File: src/rtl/regrange_pkg.sv
package regrange_pkg;

  typedef enum logic [1:0] {
    FORM_SCALAR   = 2'd0,
    FORM_ELEMWISE = 2'd1,
    FORM_REDUCE   = 2'd2
  } form_e;

  // A stored length of zero is read as one.
  function automatic int unsigned eff_len(input int unsigned stored);
    return (stored == 0) ? 1 : stored;
  endfunction

  function automatic int unsigned max3(input int unsigned a, input int unsigned b,
                                       input int unsigned c);
    int unsigned m;
    m = (a > b) ? a : b;
    return (m > c) ? m : c;
  endfunction

  // True when base .. base+len-1 stays inside the register file.
  function automatic logic span_fits(input int unsigned base, input int unsigned len,
                                     input int unsigned nreg);
    return (base + len) <= nreg;
  endfunction

endpackage

File: src/rtl/regrange_cfg_table.sv
module regrange_cfg_table #(
  parameter int NREG = 32,
  parameter int VL_W = 8,
  parameter int EW_W = 2,
  localparam int IDX_W = $clog2(NREG)
) (
  input  logic             clk,
  input  logic             rst_n,
  input  logic             wr_en,
  input  logic [IDX_W-1:0] wr_idx,
  input  logic [VL_W-1:0]  wr_len,
  input  logic [EW_W-1:0]  wr_width,
  input  logic [IDX_W-1:0] rd_idx,
  input  logic [IDX_W-1:0] a_idx,
  input  logic [IDX_W-1:0] b_idx,
  output logic [VL_W-1:0]  rd_len,
  output logic [VL_W-1:0]  a_len,
  output logic [VL_W-1:0]  b_len,
  output logic [EW_W-1:0]  rd_width
);

  logic [VL_W-1:0] len_r   [NREG];
  logic [EW_W-1:0] width_r [NREG];

  // One entry per architectural register; reset to scalar.
  for (genvar g = 0; g < NREG; g++) begin : g_ent
    logic [VL_W-1:0] len_q;
    logic [EW_W-1:0] width_q;
    always_ff @(posedge clk or negedge rst_n) begin
      if (!rst_n) begin
        len_q   <= VL_W'(1);
        width_q <= '0;
      end else if (wr_en && (wr_idx == IDX_W'(g))) begin
        len_q   <= wr_len;
        width_q <= wr_width;
      end
    end
    assign len_r[g]   = len_q;
    assign width_r[g] = width_q;
  end

  // Reads see the state after the last edge, so a write is used by the
  // next accepted instruction.
  assign rd_len   = len_r[rd_idx];
  assign a_len    = len_r[a_idx];
  assign b_len    = len_r[b_idx];
  assign rd_width = width_r[rd_idx];

endmodule

File: src/rtl/regrange_plan.sv
module regrange_plan
  import regrange_pkg::*;
#(
  parameter int NREG = 32,
  parameter int VL_W = 8,
  localparam int IDX_W = $clog2(NREG),
  localparam int CNT_W = IDX_W + 1
) (
  input  logic [IDX_W-1:0] rd,
  input  logic [IDX_W-1:0] rs1,
  input  logic [IDX_W-1:0] rs2,
  input  logic [VL_W-1:0]  rd_len,
  input  logic [VL_W-1:0]  a_len,
  input  logic [VL_W-1:0]  b_len,
  output logic [CNT_W-1:0] count,
  output logic             vec_rd,
  output logic             vec_a,
  output logic             vec_b,
  output form_e            form,
  output logic             sub_b,
  output logic             illegal
);

  int unsigned l_rd, l_a, l_b, n;

  always_comb begin
    l_rd = eff_len(32'(rd_len));
    l_a  = eff_len(32'(a_len));
    l_b  = eff_len(32'(b_len));
    n    = max3(l_rd, l_a, l_b);
    vec_rd = (l_rd > 1);
    vec_a  = (l_a > 1);
    vec_b  = (l_b > 1);
    illegal = (vec_rd && !span_fits(32'(rd),  n, NREG)) ||
              (vec_a  && !span_fits(32'(rs1), n, NREG)) ||
              (vec_b  && !span_fits(32'(rs2), n, NREG));
    count = CNT_W'(n);
    if (n == 1)       form = FORM_SCALAR;
    else if (!vec_rd) form = FORM_REDUCE;
    else              form = FORM_ELEMWISE;
    sub_b = !vec_b;   // the scalar slot takes the accumulator
  end

endmodule

File: src/rtl/regrange_seq.sv
module regrange_seq
  import regrange_pkg::*;
#(
  parameter int NREG = 32,
  parameter int OP_W = 4,
  parameter int EW_W = 2,
  localparam int IDX_W = $clog2(NREG),
  localparam int CNT_W = IDX_W + 1
) (
  input  logic             clk,
  input  logic             rst_n,
  input  logic             fire,
  input  logic             illegal,
  input  logic [CNT_W-1:0] count,
  input  logic             vec_rd,
  input  logic             vec_a,
  input  logic             vec_b,
  input  form_e            form,
  input  logic             sub_b,
  input  logic [IDX_W-1:0] rd,
  input  logic [IDX_W-1:0] rs1,
  input  logic [IDX_W-1:0] rs2,
  input  logic [OP_W-1:0]  op,
  input  logic [EW_W-1:0]  width,
  input  logic [NREG-1:0]  pred,
  output logic             active,
  output logic             done,
  output logic             err,
  output logic [IDX_W-1:0] elem_idx,
  output logic             run_reduce,
  output logic             run_rd_vec,
  output logic             uop_valid,
  output logic [OP_W-1:0]  uop_op,
  output logic [IDX_W-1:0] uop_rd,
  output logic [IDX_W-1:0] uop_rs1,
  output logic [IDX_W-1:0] uop_rs2,
  output logic [EW_W-1:0]  uop_width,
  output logic             uop_we
);

  logic             active_q, done_q, err_q;
  logic             red_q, subb_q, vrd_q, va_q, vb_q;
  logic [IDX_W-1:0] idx_q, rd_q, ra_q, rb_q;
  logic [CNT_W-1:0] cnt_q;
  logic [OP_W-1:0]  op_q;
  logic [EW_W-1:0]  width_q;
  logic [NREG-1:0]  pred_q;
  logic             last_elem;

  assign last_elem = (({1'b0, idx_q} + CNT_W'(1)) == cnt_q);

  always_ff @(posedge clk or negedge rst_n) begin
    if (!rst_n) begin
      active_q <= 1'b0;
      done_q   <= 1'b0;
      err_q    <= 1'b0;
      red_q    <= 1'b0;
      subb_q   <= 1'b0;
      vrd_q    <= 1'b0;
      va_q     <= 1'b0;
      vb_q     <= 1'b0;
      idx_q    <= '0;
      rd_q     <= '0;
      ra_q     <= '0;
      rb_q     <= '0;
      cnt_q    <= '0;
      op_q     <= '0;
      width_q  <= '0;
      pred_q   <= '0;
    end else begin
      done_q <= 1'b0;
      err_q  <= 1'b0;
      if (fire) begin
        if (illegal) begin
          err_q <= 1'b1;                    // rejected, stay idle
        end else begin
          active_q <= 1'b1;
          idx_q    <= '0;
          cnt_q    <= count;
          red_q    <= (form == FORM_REDUCE);
          subb_q   <= sub_b;
          vrd_q    <= vec_rd;
          va_q     <= vec_a;
          vb_q     <= vec_b;
          rd_q     <= rd;
          ra_q     <= rs1;
          rb_q     <= rs2;
          op_q     <= op;
          width_q  <= width;
          pred_q   <= pred;
        end
      end else if (active_q) begin
        idx_q <= idx_q + 1'b1;              // one element per cycle
        if (last_elem) begin
          active_q <= 1'b0;
          done_q   <= 1'b1;
        end
      end
    end
  end

  always_comb begin
    uop_rd  = rd_q + (vrd_q ? idx_q : '0);
    uop_rs1 = ra_q + (va_q  ? idx_q : '0);
    uop_rs2 = rb_q + (vb_q  ? idx_q : '0);
    if (red_q && (idx_q != '0)) begin        // accumulate into rd
      if (subb_q) uop_rs2 = rd_q;
      else        uop_rs1 = rd_q;
    end
  end

  assign uop_valid  = active_q;
  assign uop_op     = op_q;
  assign uop_width  = width_q;
  assign uop_we     = active_q && pred_q[idx_q] && (uop_rd != '0);
  assign active     = active_q;
  assign done       = done_q;
  assign err        = err_q;
  assign elem_idx   = idx_q;
  assign run_reduce = red_q;
  assign run_rd_vec = vrd_q;

endmodule

File: src/rtl/regrange_issue.sv
module regrange_issue
  import regrange_pkg::*;
#(
  parameter int NREG = 32,
  parameter int VL_W = 8,
  parameter int EW_W = 2,
  parameter int OP_W = 4,
  localparam int IDX_W = $clog2(NREG),
  localparam int CNT_W = IDX_W + 1
) (
  input  logic             clk,
  input  logic             rst_n,
  input  logic             cfg_we,
  input  logic [IDX_W-1:0] cfg_reg,
  input  logic [VL_W-1:0]  cfg_len,
  input  logic [EW_W-1:0]  cfg_width,
  input  logic             in_valid,
  output logic             in_ready,
  input  logic [IDX_W-1:0] in_rd,
  input  logic [IDX_W-1:0] in_rs1,
  input  logic [IDX_W-1:0] in_rs2,
  input  logic [OP_W-1:0]  in_op,
  input  logic [NREG-1:0]  in_pred,
  output logic             uop_valid,
  output logic [OP_W-1:0]  uop_op,
  output logic [IDX_W-1:0] uop_rd,
  output logic [IDX_W-1:0] uop_rs1,
  output logic [IDX_W-1:0] uop_rs2,
  output logic [EW_W-1:0]  uop_width,
  output logic             uop_we,
  output logic             busy,
  output logic             done,
  output logic             err
);

  logic [VL_W-1:0]  rd_len, a_len, b_len;
  logic [EW_W-1:0]  rd_width;
  logic [CNT_W-1:0] plan_count;
  logic             plan_vrd, plan_va, plan_vb, plan_subb, plan_illegal;
  form_e            plan_form;
  logic             acc_fire;
  logic             seq_active;
  logic [IDX_W-1:0] elem_idx;
  logic             run_reduce, run_rd_vec;

  regrange_cfg_table #(.NREG(NREG), .VL_W(VL_W), .EW_W(EW_W)) u_cfg (
    .clk(clk), .rst_n(rst_n),
    .wr_en(cfg_we), .wr_idx(cfg_reg), .wr_len(cfg_len), .wr_width(cfg_width),
    .rd_idx(in_rd), .a_idx(in_rs1), .b_idx(in_rs2),
    .rd_len(rd_len), .a_len(a_len), .b_len(b_len), .rd_width(rd_width)
  );

  regrange_plan #(.NREG(NREG), .VL_W(VL_W)) u_plan (
    .rd(in_rd), .rs1(in_rs1), .rs2(in_rs2),
    .rd_len(rd_len), .a_len(a_len), .b_len(b_len),
    .count(plan_count), .vec_rd(plan_vrd), .vec_a(plan_va), .vec_b(plan_vb),
    .form(plan_form), .sub_b(plan_subb), .illegal(plan_illegal)
  );

  assign in_ready = !seq_active;
  assign acc_fire = in_valid && in_ready;
  assign busy     = seq_active;

  regrange_seq #(.NREG(NREG), .OP_W(OP_W), .EW_W(EW_W)) u_seq (
    .clk(clk), .rst_n(rst_n),
    .fire(acc_fire), .illegal(plan_illegal), .count(plan_count),
    .vec_rd(plan_vrd), .vec_a(plan_va), .vec_b(plan_vb),
    .form(plan_form), .sub_b(plan_subb),
    .rd(in_rd), .rs1(in_rs1), .rs2(in_rs2), .op(in_op), .width(rd_width), .pred(in_pred),
    .active(seq_active), .done(done), .err(err),
    .elem_idx(elem_idx), .run_reduce(run_reduce), .run_rd_vec(run_rd_vec),
    .uop_valid(uop_valid), .uop_op(uop_op), .uop_rd(uop_rd), .uop_rs1(uop_rs1),
    .uop_rs2(uop_rs2), .uop_width(uop_width), .uop_we(uop_we)
  );

endmodule

File: config.mk
export PLATFORM = sky130hd
export DESIGN_NAME = regrange_issue
export DESIGN_NICKNAME = d
export VERILOG_FILES = /design/src/rtl/regrange_pkg.sv /design/src/rtl/regrange_cfg_table.sv /design/src/rtl/regrange_plan.sv /design/src/rtl/regrange_seq.sv /design/src/rtl/regrange_issue.sv
export SDC_FILE = /design/constraint.sdc
export NUM_CORES = 1
export LEC_CHECK = 0
export BUFFER_PORTS_ARGS = -buffer_cell sky130_fd_sc_hd__buf_2
export CELL_PAD_IN_SITES_DETAIL_PLACEMENT = 1
export CELL_PAD_IN_SITES_GLOBAL_PLACEMENT = 1
export CORE_ASPECT_RATIO = 0.7
export CORE_MARGIN = 8
export CORE_UTILIZATION = 35
export DETAILED_ROUTE_END_ITERATION = 10
export MAX_ROUTING_LAYER = met4
export PLACE_DENSITY = 0.67
export RECOVER_POWER = 50
export SYNTH_ARGS = -nofsm -noshare
export SYNTH_HDL_FRONTEND = slang
export SYNTH_HIERARCHICAL = 1
export SYNTH_SLANG_ARGS = --single-unit
File: constraint.sdc
create_clock -name clk -period 15.9 [get_ports clk]
set_input_delay 3.975 -clock clk [delete_from_list [all_inputs] [get_ports clk]]
set_output_delay 3.975 -clock clk [all_outputs]
set_load 0.02 [all_outputs]
# After elaboration in Yosys (flattened, before gate mapping)
# Cells that the tools add are included.
dict set report totals {
  regBits 392
  input_bits 70
}
dict set report classes {
  n_addsub 8
  n_lt_le_gt_ge 12
  eq_ne 35
  muxes 40
  bitwise_logic 4
  n_reduce_logical 55
}
# operator count
set op_table {}
lappend op_table {{$bmux W8 S5} 3}
lappend op_table {{$add A5 B32 Y32} 3}
lappend op_table {{$gt A32 B1 Y1 const B} 3}
lappend op_table {{$le A32 B6 Y1 const B} 3}
lappend op_table {{$eq A5 B5 Y1 const B} 16}
lappend op_table {{$mux W8} 9}
lappend op_table {{$gt A32 B32 Y1} 2}
lappend op_table {{$mux W32} 2}
lappend op_table {{$mux W5} 10}
lappend op_table {{$eq A5 B4 Y1 const B} 8}
lappend op_table {{$logic_and A1 B1 Y1} 39}
lappend op_table {{$eq A32 B1 Y1 const B} 1}
lappend op_table {{$logic_not A8 Y1} 3}
lappend op_table {{$eq A5 B3 Y1 const B} 4}
lappend op_table {{$ge A6 B6 Y1 const B} 3}
lappend op_table {{$not A5 Y6} 3}
lappend op_table {{$add A5 B5 Y5} 3}
lappend op_table {{$bmux W2 S5} 1}
lappend op_table {{$eq A5 B2 Y1 const B} 2}
lappend op_table {{$mux W1} 10}
lappend op_table {{$reduce_bool A5 Y1} 2}
lappend op_table {{$mux W2} 4}
lappend op_table {{$add A5 B1 Y6 const B} 1}
lappend op_table {{$eq A6 B6 Y1} 1}
lappend op_table {{other kinds (12)} 18}

# Logic depth before layout (Yosys ltp)
dict set report logic_depth {
  ltp_word 18
  ltp_mapped 42
  depth_no_buf 37
}

# Cells and area by module
# Netlist, hierarchy kept.
# module n_inst cells_per_inst area_per_inst_um2 seq_area_each_um2
set modules_own_cells {}
lappend modules_own_cells {regrange_cfg_table 1 1307 18861.8 8047.7}
lappend modules_own_cells {regrange_seq 1 310 3799.9 1801.7}
lappend modules_own_cells {regrange_plan 1 225 1610.3 0.0}
lappend modules_own_cells {regrange_issue 1 2 10.0 0.0}

# Least setup slack after synthesis
# Ideal clock, no wire load.
dict set report synth_timing {
  path_type {input to register}
  from {in in_rs1[2]}
  to {reg u_seq.pred_q[15]}
  setup_ns 0.125
  arrival_time_ns 11.698
  required_time_ns 15.775
  slack_ns 4.077
  stages 37
  path_buffers 5
  cell_sequence {clkbuf_1 > buf_1 > mux4_2 > mux4_2 > mux2_2 > inv_1 > nand4_1 > nor4_1 > or2_2 > ha_1 > inv_1 > a221oi_2 > o211ai_1 > and2_4 > buf_6 > mux2i_4 > inv_1 > ha_1 > nand4_1 > nor2_1 > a21oi_1 > or2_2 > o21ai_0 > ha_1 > a21oi_1 > nand2_1 > xor2_1 > nor3_1 > nand3b_1 > mux2i_1 > a21oi_1 > a22oi_1 > o211ai_1 > nor2b_1 > clkbuf_1 > clkbuf_1 > mux2_2}
}
dict set report synth_between {
  elab_chain_cells 18
  elab_cells_between_ends 27
}
# item line_no
set synth_rtl {}
lappend synth_rtl {{start, declared} regrange_issue.sv:20} ;# input logic [IDX_W-1:0] in_rs1,
lappend synth_rtl {{$not A5 Y6 (implied by the code) (*)} regrange_cfg_table.sv:45} ;# assign a_len = len_r[a_idx];
lappend synth_rtl {{$bmux W8 S5 (*)} regrange_cfg_table.sv:45}
lappend synth_rtl {{$mux W8 (implied by the code) (*) (2 in a row)} regrange_cfg_table.sv:45}
lappend synth_rtl {{via a_len[2]} regrange_issue.sv:36} ;# logic [VL_W-1:0] rd_len, a_len, b_len;
lappend synth_rtl {{$logic_not A8 Y1} regrange_pkg.sv:11} ;# return (stored == 0) ? 1 : stored;
lappend synth_rtl {{$mux W8 (*)} regrange_pkg.sv:11}
lappend synth_rtl {{$gt A32 B32 Y1} regrange_pkg.sv:17} ;# m = (a > b) ? a : b;
lappend synth_rtl {{$mux W32 (*)} regrange_pkg.sv:17}
lappend synth_rtl {{(+2 left out)} -}
lappend synth_rtl {{via plan_count[2]} regrange_issue.sv:38} ;# logic [CNT_W-1:0] plan_count;
lappend synth_rtl {{(+1 left out)} -}
lappend synth_rtl {{$le A32 B6 Y1} regrange_pkg.sv:24} ;# return (base + len) <= nreg;
lappend synth_rtl {{$logic_not A1 Y1, on equally long branches} {regrange_plan.sv:34, regrange_plan.sv:35}}
lappend synth_rtl {{$logic_and A1 B1 Y1, on equally long branches} {regrange_plan.sv:34, regrange_plan.sv:35}}
lappend synth_rtl {{$logic_or A1 B1 Y1} regrange_plan.sv:34} ;# illegal = (vec_rd && !span_fits(32'(rd), n, NREG)) ||
lappend synth_rtl {{$logic_or A1 B1 Y1 (*)} regrange_plan.sv:35} ;# (vec_a && !span_fits(32'(rs1), n, NREG)) ||
lappend synth_rtl {{via plan_illegal} regrange_issue.sv:39} ;# logic plan_vrd, plan_va, plan_vb, plan_subb, plan_illegal;
lappend synth_rtl {{$not A1 Y1 (no line) (*)} -}
lappend synth_rtl {{$reduce_and A2 Y1 (no line) (*)} -}
lappend synth_rtl {{end signal, assigned} regrange_seq.sv:90} ;# pred_q <= pred;
lappend synth_rtl {{end, declared} regrange_seq.sv:47} ;# logic [NREG-1:0] pred_q;
# The timed path passes the listed nets; every way through them passes the cells marked *. The select of a mux whose other input is x is not followed.
# A chain may end at the register's enable or synchronous reset.

# Worst setup path in the final report
dict set report layout_timing {
  from {in in_rs1[1]}
  to {reg u_seq.idx_q[2] (netlist: u_seq/elem_idx[2])}
}
dict set report layout_between {
  elab_chain_cells 18
  elab_cells_between_ends 27
}
# item line_no
set layout_rtl {}
lappend layout_rtl {{$not A5 Y6 (implied by the code) (*)} regrange_cfg_table.sv:45}
lappend layout_rtl {{$bmux W8 S5 (*)} regrange_cfg_table.sv:45}
lappend layout_rtl {{$mux W8 (implied by the code) (*) (2 in a row)} regrange_cfg_table.sv:45}
lappend layout_rtl {{via a_len[2]} regrange_issue.sv:36}
lappend layout_rtl {{$logic_not A8 Y1} regrange_pkg.sv:11}
lappend layout_rtl {{$mux W8 (*)} regrange_pkg.sv:11}
lappend layout_rtl {{$gt A32 B32 Y1} regrange_pkg.sv:17}
lappend layout_rtl {{$mux W32 (*)} regrange_pkg.sv:17}
lappend layout_rtl {{(+2 left out)} -}
lappend layout_rtl {{via plan_count[3]} regrange_issue.sv:38}
lappend layout_rtl {{(+1 left out)} -}
lappend layout_rtl {{$le A32 B6 Y1} regrange_pkg.sv:24}
lappend layout_rtl {{$logic_not A1 Y1, on equally long branches} {regrange_plan.sv:34, regrange_plan.sv:35}}
lappend layout_rtl {{$logic_and A1 B1 Y1, on equally long branches} {regrange_plan.sv:34, regrange_plan.sv:35}}
lappend layout_rtl {{$logic_or A1 B1 Y1} regrange_plan.sv:34}
lappend layout_rtl {{$logic_or A1 B1 Y1 (*)} regrange_plan.sv:35}
lappend layout_rtl {{via plan_illegal} regrange_issue.sv:39}
lappend layout_rtl {{$ne A2 B2 Y1 (no line) (*)} -}
lappend layout_rtl {{$reduce_and A2 Y1 (no line) (*)} -}
lappend layout_rtl {{end signal, assigned} regrange_seq.sv:93} ;# idx_q <= idx_q + 1'b1;
lappend layout_rtl {{end, declared} regrange_seq.sv:43} ;# logic [IDX_W-1:0] idx_q, rd_q, ra_q, rb_q;
# Marks and branches as above.

==> summary.md <==
| Metric | Value |
|---|---|
| Status | finished with violations |
| Failing checks | max-capacitance violations, max-slew violations |
| Vias | roughly 17k |
| H-tree depth | 2 |
| Fmax | roughly 76 MHz |
| Maximum vdd ir drop | 0.0000884 V |
| WP data required | 16.33 ns |
| Crit. End Element | register |
| Post-CTS setup buffers | 0 |
| Max Clock Skew | 0.0204 ns |
| Layout cells sized above 1 | 41.8% |
| Post-synth ARST share | 100% |
| Worst Path Arrival | 13.66 ns |
| Largest net degree at the start of global routing | 105 |
| Initial Util | 35.5% |
| Ys Warns | 6 |
| Crit Path Category | in -> reg |
| Final design utilization | 39.5% |
| Period minus WS final | between 10 and 15 ns |
| Syn avg cell area | about 13 µm² |
| Number of synthesized flops with an enable pin | 0 |
| Most used DFF post-synth | dfrtp_1 |
| Tot Pwr | 0.00429 W |
| Unrepaired setup endpoints after global routing | no |
| DR pass1 iterations | 5 |
| Die area | 0.0782 mm² |
| CTS root buf | clkbuf_16 |
| Sequential element share of the synthesized area | ~41% |
| Nets | 1992 |
| Final setup vio count | 0 |
| Post-synthesis cell type count | 68 |
| First-pass GRT wire length | 121000 µm |
| Worst path max stage delay | around 0.8 ns |
| #FFs+latches synth | 392 |
| Overall global routing resource usage | 20.8% |
| Row count | 80 |
| TritonCTS clock tree | yes |
| CTS clk-pin slew, worst paths | 0.06 ns |
| Clk Latency, worst-skew pair | 0.60 ns |
| Max-slew headroom | -308% |
| Hpwl dp | 52400 µm |
| Min Hold Slack | between 0.4 and 0.5 ns |
| Max_cap viols | 4 |
| Resized cells post-CTS | 0 |
| Count leader, synth | mux2_2 |
| Final Hold Fails | 0 |
| Placer congestion estimate | about 0.86 |
| Dpl ws | 2.13 ns |
| Initial antenna violation count | 4 |
| Total clock buffers created by CTS | 43 |
| Die Width | 331 µm |
| Num Clock Sinks | roughly 400 |
| # port buffers | 96 |
| Gate count of the mapped netlist | 1844 |
| # DRC | 0 |
| Synth cell count leaders | mux2_2 (394), dfrtp_1 (360), mux2i_1 (168), mux4_2 (161), clkbuf_1 (73) |
| Die Y | about 240 µm |
| Multi-input logic area | about 0.014 mm² |
| Min-delay worst type | reg -> reg |
| Detail Route Antenna Nets | 0 |
| Ports | 97 |
| CP startpoint kind | input pin |
| Filler cells | 7061 |
| Ranking of synthesized cells by area | dfrtp_1 (37%), mux2_2 (18%), mux4_2 (15%), mux2i_1 (6.9%), dfstp_2 (3.5%) |
| DRT Wirelength | 79000 µm |
| P_leak | 11.6 nW |
| Post-synth top area cell | dfrtp_1 |
| Final Max Tran Viols | 319 |
| Vias/cell | 5.98 |
| Iter 0 DRT Violations | between 1.5k and 2k |
| Vias in the first global route | 17.9k |
| Final setup margin | between 2 and 3 ns |
| Register Area | just under 0.01 mm² |
| Core Area | ~0.07 mm² |
| Power Density | 159 mW/mm² |
| Routed WL per cell | around 28 µm |
| Area share of the leading cell type in the synthesized netlist | between 30% and 40% |
| Hold-fix buffers at CTS | 0 |
| Final period util | 83.2% |
| Worst Tran Pin Value | roughly 6.1 ns |
| Critical-path top delay cell | a21oi_1 |
| Post-synthesis cell area | 0.0243 mm² |
| Synthesized Nets | 1969 |
| Clk buf depth | 3 |
| Final setup TNS | 0 ns |
| Area Overhead vs Synth | 11.1% |
| GRT overflow | 0 |
| Critical path fanouts, max | 68 |
[layer usage]
layer	global-route usage [%]	share of wire, %	wire length, µm
met5	-	0	0
met4	5.97	2.7	2120
met3	3.69	6.9	5460
met2	30.6	45	35700
met1	29.3	45	35700
[flip-flops by register name, indices dropped and copies added, names as in the netlist, 2 cells and up]
name / flops
u_seq/uop_width: 2
u_seq/uop_op: 4
u_seq/elem_idx: 5
u_cfg/g_ent.width_q: 64
u_seq/rb_q: 5
u_seq/pred_q: 32
u_seq/cnt_q: 6
u_seq/ra_q: 5
u_seq/rd_q: 5
u_cfg/g_ent.len_q: 256
[where the power goes]
part	internal, W	switching [W]	total (W)
clock network	0.000621	0.000436	0.00106
registers	0.00126	0.000231	0.00149
logic	0.000828	0.000918	0.00175
total	0.00271	0.00159	0.00429
[layout by cell type, fill, tap and decap left out, types with 9 or more instances in the layout]
cell type	n
and2_1	13
clkbuf_1	31
nor2_1	29
a21o_1	11
ha_1	49
mux2_2	394
nor2b_1	9
nand4_1	19
buf_2	80
mux4_2	161
buf_4	19
dfstp_2	32
a21oi_1	47
nand3_1	38
a22o_1	21
nand2_1	67
dfrtp_1	360
clkbuf_8	11
a22oi_1	41
xor2_1	14
nand2b_1	10
a31oi_1	12
clkbuf_16	43
nor3_1	24
nor2_2	10
inv_1	43
xnor2_1	12
o21ai_0	24
mux2i_1	168
[worst max-delay path: cells and delay by family]
kind                     cells  cell delay (ns)
buffers and inverters        6             1.49
AO/OA/AOI/OAI               11             2.87
adder cells (fa/ha/maj)      3             0.87
XOR/XNOR                     1             0.17
multiplexers                 5             1.82
AND/OR/NAND/NOR             11             2.29
[logic make-up (layout without fill, tap and decap cells)]
logic type,count (synthesis),after routing,synth area share (%)
AO/OA/AOI/OAI,185,185,5.20
XOR/XNOR,26,26,0.938
adder cells (fa/ha/maj),55,55,3.02
buffers and inverters,191,249,3.44
flip-flops,392,392,40.6
multiplexers,735,735,41.0
other,0,2,0
AND/OR/NAND/NOR,260,260,5.80
[through the flow]
step	instances	cell area, µm²
floorplan	1844	24300
global placement	2724	25600
detailed placement	2724	25600
CTS	2804	27100
global route	2806	27000
finish	2806	27000
[worst paths after layout]
| kind | from | end | slack [ns] | depth (start not counted) |
|---|---|---|---|---|
| max | in_rs1[1] | u_seq/elem_idx[2] | 2.68 | 37 |
| min | u_cfg/g_ent[20].width_q[1] | u_cfg/g_ent[20].width_q[1] | 0.49 | 1 |
| max reg2reg | u_cfg/g_ent[6].len_q[2] | u_seq/elem_idx[2] | 6.70 | 35 |
| min reg2reg | u_cfg/g_ent[20].width_q[1] | u_cfg/g_ent[20].width_q[1] | 0.49 | 1 |
| max in group asynchronous | rst_n | u_cfg/g_ent[8].len_q[5] | 3.94 | 3 |
| min in group asynchronous | rst_n | u_cfg/g_ent[3].len_q[4] | 5.66 | 1 |
[cell type report]
type	instances	area share, %
multi-input combinational	1261	50.4
sequential	392	36.5
clock buffer	64	4.69
tap	902	4.18
timing repair buffer	126	2.73
clock inverter	16	0.853
inverter	43	0.598
antenna	2	0.0186
No activity file was read; power rests on OpenSTA's default activity.
